[src/rtl/dbg_wreg_pkg.sv]
package dbg_wreg_pkg;
    localparam int WORD_W = 16;
    localparam int DATA_W = 2 * WORD_W;
    localparam int RESP_W = WORD_W + 1;
    localparam int IDX_W  = 5;

    localparam logic [3:0] OPC_HI_NIB = 4'h2;
    localparam logic [3:0] OPC_LO_NIB = 4'hC;

    localparam logic [RESP_W-1:0] RESP_NOT_READY = 17'h1_0000;
    localparam logic [RESP_W-1:0] RESP_ILLEGAL   = 17'h1_FFFF;
    localparam logic [RESP_W-1:0] RESP_DONE      = 17'h0_FFFF;

    typedef enum logic [1:0] {
        ST_IDLE = 2'd0,
        ST_DHI  = 2'd1,
        ST_DLO  = 2'd2,
        ST_BUSY = 2'd3
    } hst_e;

    typedef struct packed {
        hst_e              st;
        logic [IDX_W-1:0]  idx;
        logic [WORD_W-1:0] hi;
        logic [DATA_W-1:0] data;
        logic [RESP_W-1:0] resp;
        logic              stb;
    } hstate_t;
endpackage

[src/rtl/dbg_wreg_decode.sv]
module dbg_wreg_decode
    import dbg_wreg_pkg::*;
(
    input  logic [WORD_W-1:0] word,
    output logic              legal,
    output logic [IDX_W-1:0]  idx
);
    always_comb begin
        legal = (word[15:12] == OPC_HI_NIB) &&
                (word[11:8]  == OPC_LO_NIB) &&
                word[7] &&
                (word[6:5] == 2'b00);
        idx   = word[IDX_W-1:0];
    end
endmodule

[src/rtl/dbg_wreg_timer.sv]
module dbg_wreg_timer #(
    parameter int LAT = 2
) (
    input  logic clk,
    input  logic rst,
    input  logic start,
    output logic done
);
    localparam int CW = $clog2(LAT + 1);

    logic [CW-1:0] cnt_d, cnt_q;

    always_comb begin
        cnt_d = cnt_q;
        if (start) begin
            cnt_d = CW'(LAT);
        end else if (cnt_q != '0) begin
            cnt_d = cnt_q - CW'(1);
        end
    end

    always_ff @(posedge clk) begin
        if (rst) begin
            cnt_q <= '0;
        end else begin
            cnt_q <= cnt_d;
        end
    end

    assign done = (cnt_q == CW'(1));
endmodule

[src/rtl/dbg_wreg_bank.sv]
module dbg_wreg_bank #(
    parameter int NREG = 8,
    parameter int DW   = 32,
    parameter int IW   = 5
) (
    input  logic             clk,
    input  logic             rst,
    input  logic             we,
    input  logic [IW-1:0]    widx,
    input  logic [DW-1:0]    wdata,
    output logic [NREG*DW-1:0] flat
);
    for (genvar i = 0; i < NREG; i++) begin : g_reg
        logic [DW-1:0] r_q;
        always_ff @(posedge clk) begin
            if (rst) begin
                r_q <= '0;
            end else if (we && (widx == IW'(i))) begin
                r_q <= wdata;
            end
        end
        assign flat[i*DW +: DW] = r_q;
    end
endmodule

[src/rtl/dbg_wreg_handler.sv]
module dbg_wreg_handler
    import dbg_wreg_pkg::*;
#(
    parameter int NREG   = 8,
    parameter int WR_LAT = 2
) (
    input  logic                   clk,
    input  logic                   rst,
    input  logic                   xfer_valid,
    input  logic [WORD_W-1:0]      xfer_rx,
    output logic [RESP_W-1:0]      xfer_tx,
    output logic                   wr_stb,
    output logic [IDX_W-1:0]       wr_idx,
    output logic [DATA_W-1:0]      wr_data,
    output logic [NREG*DATA_W-1:0] bank_flat
);
    localparam hstate_t RST_STATE = '{
        st:   ST_IDLE,
        idx:  '0,
        hi:   '0,
        data: '0,
        resp: RESP_DONE,
        stb:  1'b0
    };

    hstate_t s_d, s_q;
    logic             cmd_ok;
    logic [IDX_W-1:0] cmd_idx;
    logic             tmr_start;
    logic             tmr_done;
    logic             in_idle;
    logic             in_busy;

    dbg_wreg_decode u_dec (
        .word  (xfer_rx),
        .legal (cmd_ok),
        .idx   (cmd_idx)
    );

    dbg_wreg_timer #(.LAT(WR_LAT)) u_tmr (
        .clk   (clk),
        .rst   (rst),
        .start (tmr_start),
        .done  (tmr_done)
    );

    always_comb begin
        s_d       = s_q;
        s_d.stb   = 1'b0;
        tmr_start = 1'b0;
        unique case (s_q.st)
            ST_IDLE: begin
                if (xfer_valid) begin
                    if (cmd_ok) begin
                        s_d.idx  = cmd_idx;
                        s_d.st   = ST_DHI;
                        s_d.resp = RESP_NOT_READY;
                    end else begin
                        s_d.resp = RESP_ILLEGAL;
                    end
                end
            end
            ST_DHI: begin
                if (xfer_valid) begin
                    s_d.hi   = xfer_rx;
                    s_d.st   = ST_DLO;
                    s_d.resp = RESP_NOT_READY;
                end
            end
            ST_DLO: begin
                if (xfer_valid) begin
                    s_d.data  = {s_q.hi, xfer_rx};
                    s_d.st    = ST_BUSY;
                    s_d.resp  = RESP_NOT_READY;
                    tmr_start = 1'b1;
                end
            end
            ST_BUSY: begin
                // exchanges in this state are dropped on purpose
                if (tmr_done) begin
                    s_d.stb  = 1'b1;
                    s_d.st   = ST_IDLE;
                    s_d.resp = RESP_DONE;
                end
            end
            default: s_d = RST_STATE;
        endcase
    end

    always_ff @(posedge clk) begin
        if (rst) begin
            s_q <= RST_STATE;
        end else begin
            s_q <= s_d;
        end
    end

    dbg_wreg_bank #(.NREG(NREG), .DW(DATA_W), .IW(IDX_W)) u_bank (
        .clk   (clk),
        .rst   (rst),
        .we    (s_d.stb),
        .widx  (s_d.idx),
        .wdata (s_d.data),
        .flat  (bank_flat)
    );

    assign xfer_tx = s_q.resp;
    assign wr_stb  = s_q.stb;
    assign wr_idx  = s_q.idx;
    assign wr_data = s_q.data;
    assign in_idle = (s_q.st == ST_IDLE);
    assign in_busy = (s_q.st == ST_BUSY);
endmodule


[config.mk]
export PLATFORM = sky130hd
export DESIGN_NAME = dbg_wreg_handler
export DESIGN_NICKNAME = d
export VERILOG_FILES = /design/src/rtl/dbg_wreg_pkg.sv /design/src/rtl/dbg_wreg_decode.sv /design/src/rtl/dbg_wreg_timer.sv /design/src/rtl/dbg_wreg_bank.sv /design/src/rtl/dbg_wreg_handler.sv
export SDC_FILE = /design/constraint.sdc
export NUM_CORES = 1
export LEC_CHECK = 0
export CAP_MARGIN = 40
export CORE_MARGIN = 10
export CORE_UTILIZATION = 45
export DETAILED_ROUTE_END_ITERATION = 8
export PLACE_DENSITY_LB_ADDON = 0.1
export SLEW_MARGIN = 20
export SYNTH_ARGS = -nofsm -noshare
export SYNTH_HDL_FRONTEND = slang
export SYNTH_HIERARCHICAL = 1
export SYNTH_SLANG_ARGS = --single-unit
export TNS_END_PERCENT = 100
[constraint.sdc]
create_clock -name clk -period 3.13 [get_ports clk]
set_input_delay 0.7825 -clock clk [delete_from_list [all_inputs] [get_ports clk]]
set_output_delay 0.7825 -clock clk [all_outputs]
set_load 0.01 [all_outputs]
==> key figures, run 1 <==
Outcome
  – Result of the run: finished, final reports clean

Setup path
  – Worst path bufs/invs: 3
  – Crit. Startpoint: xfer_rx[14]
  – CP max FO: 16
  – Critical path, cell by cell: clkdlybuf4s50_1 > and4bb_1 > and3_1 > nand3_1 > mux2_2 > nor4b_4 > buf_4 > and2_1 > buf_12 > mux2i_1
  – CP peak stage delay: 0.49 ns
  – Worst Path Required: 3.54 ns
  – Slowest CP cell: clkdlybuf4s50_1
  – Worst setup SP type: primary input
  – CP top delay family: simple AND/OR/NAND/NOR gates
  – Crit end category: register
  – Critical Path AT: 3.33 ns
  – Reg-to-reg startpoint: s_q[72]
  – Crit Path Class: in2reg

Floorplan
  – I/O pin cnt: 330
  – Die area: 36,100 sq um
  – Die span in x: 190 um
  – Site Rows: 62
  – Die height: 190 um
  – Core region area: 28,600 sq um
  – Initial Util: 45.4%

Global routing
  – GRT overflow: 0
  – First-pass GRT wire length: 58.1 mm
  – Number of global-route vias before repair: 9,281
  – Largest net degree at the start of global routing: 116
  – Overall Global Routing Usage: 20.5%
  – Initial antenna violation count: 0

Synthesis
  – Main synth FF type: dfxtp_1
  – Mapped Cells: 1,198
  – Area contributors post-synth: dfxtp_1 (49%), mux2i_1 (20%), nand2b_1 (14%)
  – EDFF count, synth: 0
  – Synth unique cells: 34
  – Mapped Area: 13,000 sq um
  – Post-synthesis sequential area ratio: 48.6%
  – Area leader, netlist: dfxtp_1
  – Syn_nets: 1,222
  – Share of the synthesized area in the top cell type: 48.6%
  – Ys Warns: 6
  – Syn_area_per_cell: 10.9 sq um
  – Yosys reg bits: 316
  – Most common cell in the netlist: dfxtp_1
  – Commonest cells in the netlist: dfxtp_1 (316), nand2b_1 (289), mux2i_1 (257), buf_4 (68), clkbuf_1 (55)
  – Async SR Flop Fraction: 0%

STA
  – Hold Vio Cnt, Final: 0
  – Min Tclk post-route: 2.92 ns
  – Endpoints failing setup: 0
  – Worst Setup Slack, final: 0.215 ns
  – Max-slew violation count: 0
  – Slew HR: 49.8%
  – Clock skew: 0.00788 ns
  – RSZ-0062 raised after global routing: no
  – Setup TNS: 0 ns
  – Worst-Margin Slew: 0.754 ns
  – Final period util: 93.1%
  – Fmax: 343 MHz

Worst hold path
  – Hold Startpoint: s_q[59]
  – Worst hold path type: reg2reg

Clocking
  – CTS Hold Bufs: 0
  – H-tree depth: 2
  – Post-CTS Setup Bufs: 0
  – CTS Root Cell: clkbuf_16
  – CTS tree: done
  – Num CTS Buffers: 36
  – Clock Latency Late Sink: 0.50 ns
  – PostCTS Resize Cnt: 0
  – Clk buf depth: 3
  – Clock slew at reported path FFs: 0.06 ns
  – Clock sinks: 316

Drt
  – Vias per cell: 4.77
  – Residual DRC count: 0
  – Final WL: 38.2 mm
  – DR iter-0 viols: 438
  – Avg WL per Cell: 20.5 um
  – Total number of vias: 8,869
  – Detail Route Antenna Nets: 0
  – Drt first pass iters: 4

Power
  – P_leak: 7.76 nW
  – PwrDens: 475 nW/um^2
  – Max VDD drop: 0.294 mV

Placed design
  – Pre-CTS WS: -0.270 ns
  – DP Area: 16,400 sq um
  – GP Congestion: 0.800
  – Final HPWL DP: 27.6 mm
  – Port Buf Inserts: 329

Finish
  – Share of layout cells above drive strength 1: 10.5%
  – Area Growth Syn to Fin: 35.2%
  – ANT cells: 0
  – # fillers: 2,391
  – Final instance area: 17,600 sq um
  – Nets: 1,481

Job
  – Number of max-cap violations: 0
-- cell families (layout without fill, tap and decap cells) --
| family | Yosys count | after routing | share of synthesized area (%) |
|---|---|---|---|
| compound gates | 24 | 24 | 1.05 |
| buf+inv | 164 | 443 | 7.57 |
| simple gates | 395 | 395 | 18.6 |
| mux | 294 | 294 | 23.6 |
| flops | 316 | 316 | 48.6 |
| fa+ha+maj | 5 | 5 | 0.481 |
-- final cells by class --
type	count	area, sq um	area share (%)
clock buffer	48	1030	5.84
clock inverter	10	131	0.747
inverter	4	15.0	0.0854
multi-input combinational	718	5700	32.4
sequential	316	6330	36.0
tap	384	480	2.73
timing repair buffer	381	3900	22.2
-- final timing paths --
| path | depth (start not counted) | end | slack, ns |
|---|---|---|---|
| min reg2reg | 2 | s_q[59] | 0.45 |
| max reg2reg | 9 | u_bank/g_reg[0].r_q[6] | 0.61 |
| max | 10 | u_bank/g_reg[0].r_q[6] | 0.21 |
| min | 2 | s_q[59] | 0.45 |
-- cell usage in the layout (no fill, tap or decap), drive strengths merged, types with 2 or more instances in the layout --
cell	n
and2	4
mux2	37
dfxtp	316
mux2i	257
nand3	3
ha	5
clkdlybuf4s50	328
bufinv	3
nand2b	289
inv	5
clkinv	5
nor4b	2
nor2	5
clkbuf	48
buf	53
nor2b	44
a211oi	2
nand2	40
nor3	4
and4bb	3
a21oi	18
-- state kept, by name, summed over array words and instances (netlist names) --
signal and count:
u_bank/g.r_q 256, wr_data 32, s_q 18, wr_idx 5, u_tmr/cnt_q 2, xfer_tx 2, wr_stb 1
-- worst min-delay path: cells and delay by family, from the launching register on --
| family | cells | cell delay (ns) |
|---|---|---|
| flip-flops | 1 | 0.31 |
| AND/OR/NAND/NOR | 1 | 0.05 |
| AO/OA/AOI/OAI | 1 | 0.05 |
-- power by group --
part | internal, mW | leakage, nW | switching [mW] | total [mW]
Sequential | 4.02 | 2.54 | 0.00282 | 4.03
Clock | 2.54 | 0.572 | 1.60 | 4.13
Combinational | 0.111 | 4.64 | 0.0868 | 0.198
Total | 6.67 | 7.76 | 1.68 | 8.36
-- through the flow --
stage | instances | utilization (%) | power, mW | hold WS, ns
2_1_floorplan | 1198 | - | 4.24 | 0.426
3_3_place_gp | 1803 | 57.4 | 4.31 | 0.443
3_5_place_dp | 1803 | 57.4 | 4.31 | 0.449
4_1_cts | 1861 | 61.4 | 8.44 | 0.457
5_1_grt | 1861 | 61.4 | 8.63 | 0.484
6_report | 1861 | 61.4 | 8.36 | 0.453
-- per-layer routing --
layer	GRT usage (%)	part of all wire (%)
met4	4.85	1.8
met1	25.1	43
met5	0	0
met2	33.4	46
met3	7.69	8.9
Note: power is estimated with default switching activity, not from simulation.
==> inputs of run 2 (changes only) <==
Settings changed: SKIP_CTS_REPAIR_TIMING from default to 1.
==> results of run 2 <==
No change in the layout: final DEF, timing and power equal those of run 1.
==> inputs of run 3 (changes only) <==
Clock period 3.13 ns to 3.19 ns, I/O delays scaled along.
==> run 3 against run 2 <==
Compared with the run above: die area is the same; via count is 0.77% higher; cell area shrank 0.68%.
==> key figures, run 3 (same netlist as run 1, synthesis figures left out) <==
STA
  – Worst-Margin Slew: 0.678 ns
  – Min Tclk post-route: 2.98 ns
  – Final period util: 93.3%
  – Setup TNS: 0 ns
  – Max-slew violation count: 0
  – Clock skew: 0.0183 ns
  – Endpoints failing setup: 0
  – Slew HR: 54.8%
  – Hold Vio Cnt, Final: 0
  – Fmax: 336 MHz
  – RSZ-0062 raised after global routing: no

Global routing
  – Overall Global Routing Usage: 20.4%
  – Largest net degree at the start of global routing: 85
  – Number of global-route vias before repair: 9,216
  – First-pass GRT wire length: 57.7 mm
  – GRT overflow: 0
  – Initial antenna violation count: 0

Clocking
  – Clk buf depth: 3
  – Clock slew at reported path FFs: 0.06 ns
  – Num CTS Buffers: 34
  – Clock Latency Late Sink: 0.51 ns
  – CTS Root Cell: clkbuf_16
  – Clock sinks: 316
  – H-tree depth: 2
  – CTS tree: done

Floorplan
  – Die span in x: 190 um
  – Core region area: 28,600 sq um
  – I/O pin cnt: 330
  – Initial Util: 45.4%
  – Die height: 190 um
  – Site Rows: 62
  – Die area: 36,100 sq um

Power
  – Share of power burned in registers: 49.7%
  – Clk pwr share: 47.8%
  – Sw Pwr: 1.66 mW
  – Pint: 6.29 mW
  – P_leak: 7.69 nW
  – PwrDens: 455 nW/um^2
  – Comb power frac: 2.5%
  – Sw Ratio: 20.9%
  – Max VDD drop: 0.340 mV

Finish
  – Biggest register: u_bank/g.r_q
  – Nets: 1,473
  – Area Growth Syn to Fin: 34.3%
  – Share of layout cells above drive strength 1: 10.1%
  – Commonest non-fill, non-tap cell in the layout: clkdlybuf4s50_1
  – Most frequent cells in the layout: clkdlybuf4s50_1 (328), dfxtp_1 (316), nand2b_1 (289), mux2i_1 (257), nor2b_1 (44)
  – Largest register FFs: 256
  – Final instance area: 17,500 sq um
  – Multi-input gate area: 5700 sq um
  – ANT cells: 0
  – # fillers: 2,339
  – Storage cell area: 6330 sq um

Drt
  – Drt first pass iters: 4
  – Total number of vias: 8,937
  – DR iter-0 viols: 517
  – Vias per cell: 4.81
  – Residual DRC count: 0
  – Avg WL per Cell: 20.6 um
  – Detail Route Antenna Nets: 0
  – Final WL: 38.4 mm

Outcome
  – Result of the run: finished, final reports clean

Setup path
  – Crit. Startpoint: xfer_rx[14]
  – Crit Path Class: in2reg
  – Critical Path AT: 3.38 ns
  – Slowest CP cell: clkdlybuf4s50_1
  – Worst setup SP type: primary input
  – CP max FO: 16
  – Critical path, cell by cell: clkdlybuf4s50_1 > and4bb_1 > and3_1 > nand3_1 > mux2_2 > nor4b_4 > and2_1 > buf_12 > mux2i_1
  – CP peak stage delay: 0.49 ns
  – Worst Path Required: 3.60 ns
  – Reg2reg setup slack: 0.59 ns
  – Crit end category: register
  – Reg-to-reg startpoint: s_q[72]

Placed design
  – Final HPWL DP: 27.9 mm
  – GP Congestion: 0.837
  – DP Area: 16,400 sq um
  – Port Buf Inserts: 329

Worst hold path
  – Hold Startpoint: s_q[63]
  – Worst hold path type: reg2reg

Job
  – Number of max-cap violations: 0
run 3: cell count changes in the layout (fill, tap and decap cells not counted), sizes merged:
cell / previous run / this run
clkinv: 5 / 6
clkbuf: 48 / 52
buf: 53 / 47
clkinvlp: 1 / 2
bufinv: 3 / 0
run 3: layout make-up:
type / instances / area share, %
Clock inverter: 9 / 0.308
Tap cell: 384 / 2.75
Multi-Input combinational cell: 718 / 32.7
Inverter: 4 / 0.0860
Sequential cell: 316 / 36.2
Clock buffer: 52 / 5.90
Timing Repair Buffer: 375 / 22.1
run 3: worst paths after layout:
check                             to  cells past startpoint
max          u_bank/g_reg[0].r_q[31]                      9
min                          s_q[63]                      2
max reg2reg  u_bank/g_reg[0].r_q[31]                      8
min reg2reg                  s_q[63]                      2
run 3: power groups by stage:
stage | registers [mW] | logic [mW] | clock network [mW]
4_1_cts | 3.95 | 0.197 | 3.90
3_3_place_gp | 4.04 | 0.198 | 0
5_1_grt | 3.95 | 0.207 | 4.06
6_report | 3.95 | 0.196 | 3.80
2_1_floorplan | 4.04 | 0.122 | 0
3_5_place_dp | 4.04 | 0.197 | 0
run 3: worst max-delay path, delay by kind of cell:
kind | cells | cell delay, ns
buffers and inverters | 2 | 0.68
and+or+nand+nor | 5 | 1.26
muxes | 2 | 0.64
run 3: stage by stage:
| step | hold WS, ns | util (%) | std cells | setup slack [ns] | power, mW |
|---|---|---|---|---|---|
| floorplan | 0.426 | - | 1198 | 0.307 | 4.16 |
| global placement | 0.445 | 57.2 | 1797 | -0.223 | 4.24 |
| detailed placement | 0.448 | 57.2 | 1797 | -0.300 | 4.23 |
| CTS | 0.456 | 61.0 | 1858 | 0.196 | 8.04 |
| global route | 0.475 | 61.0 | 1858 | 0.112 | 8.21 |
| finish | 0.453 | 61.0 | 1858 | 0.213 | 7.95 |
run 3: metal layers:
metal | share of wire (%) | track usage (%)
met5 | 0 | 0
met2 | 46 | 33.4
met1 | 43 | 24.9
met4 | 1.6 | 4.82
met3 | 8.9 | 7.65
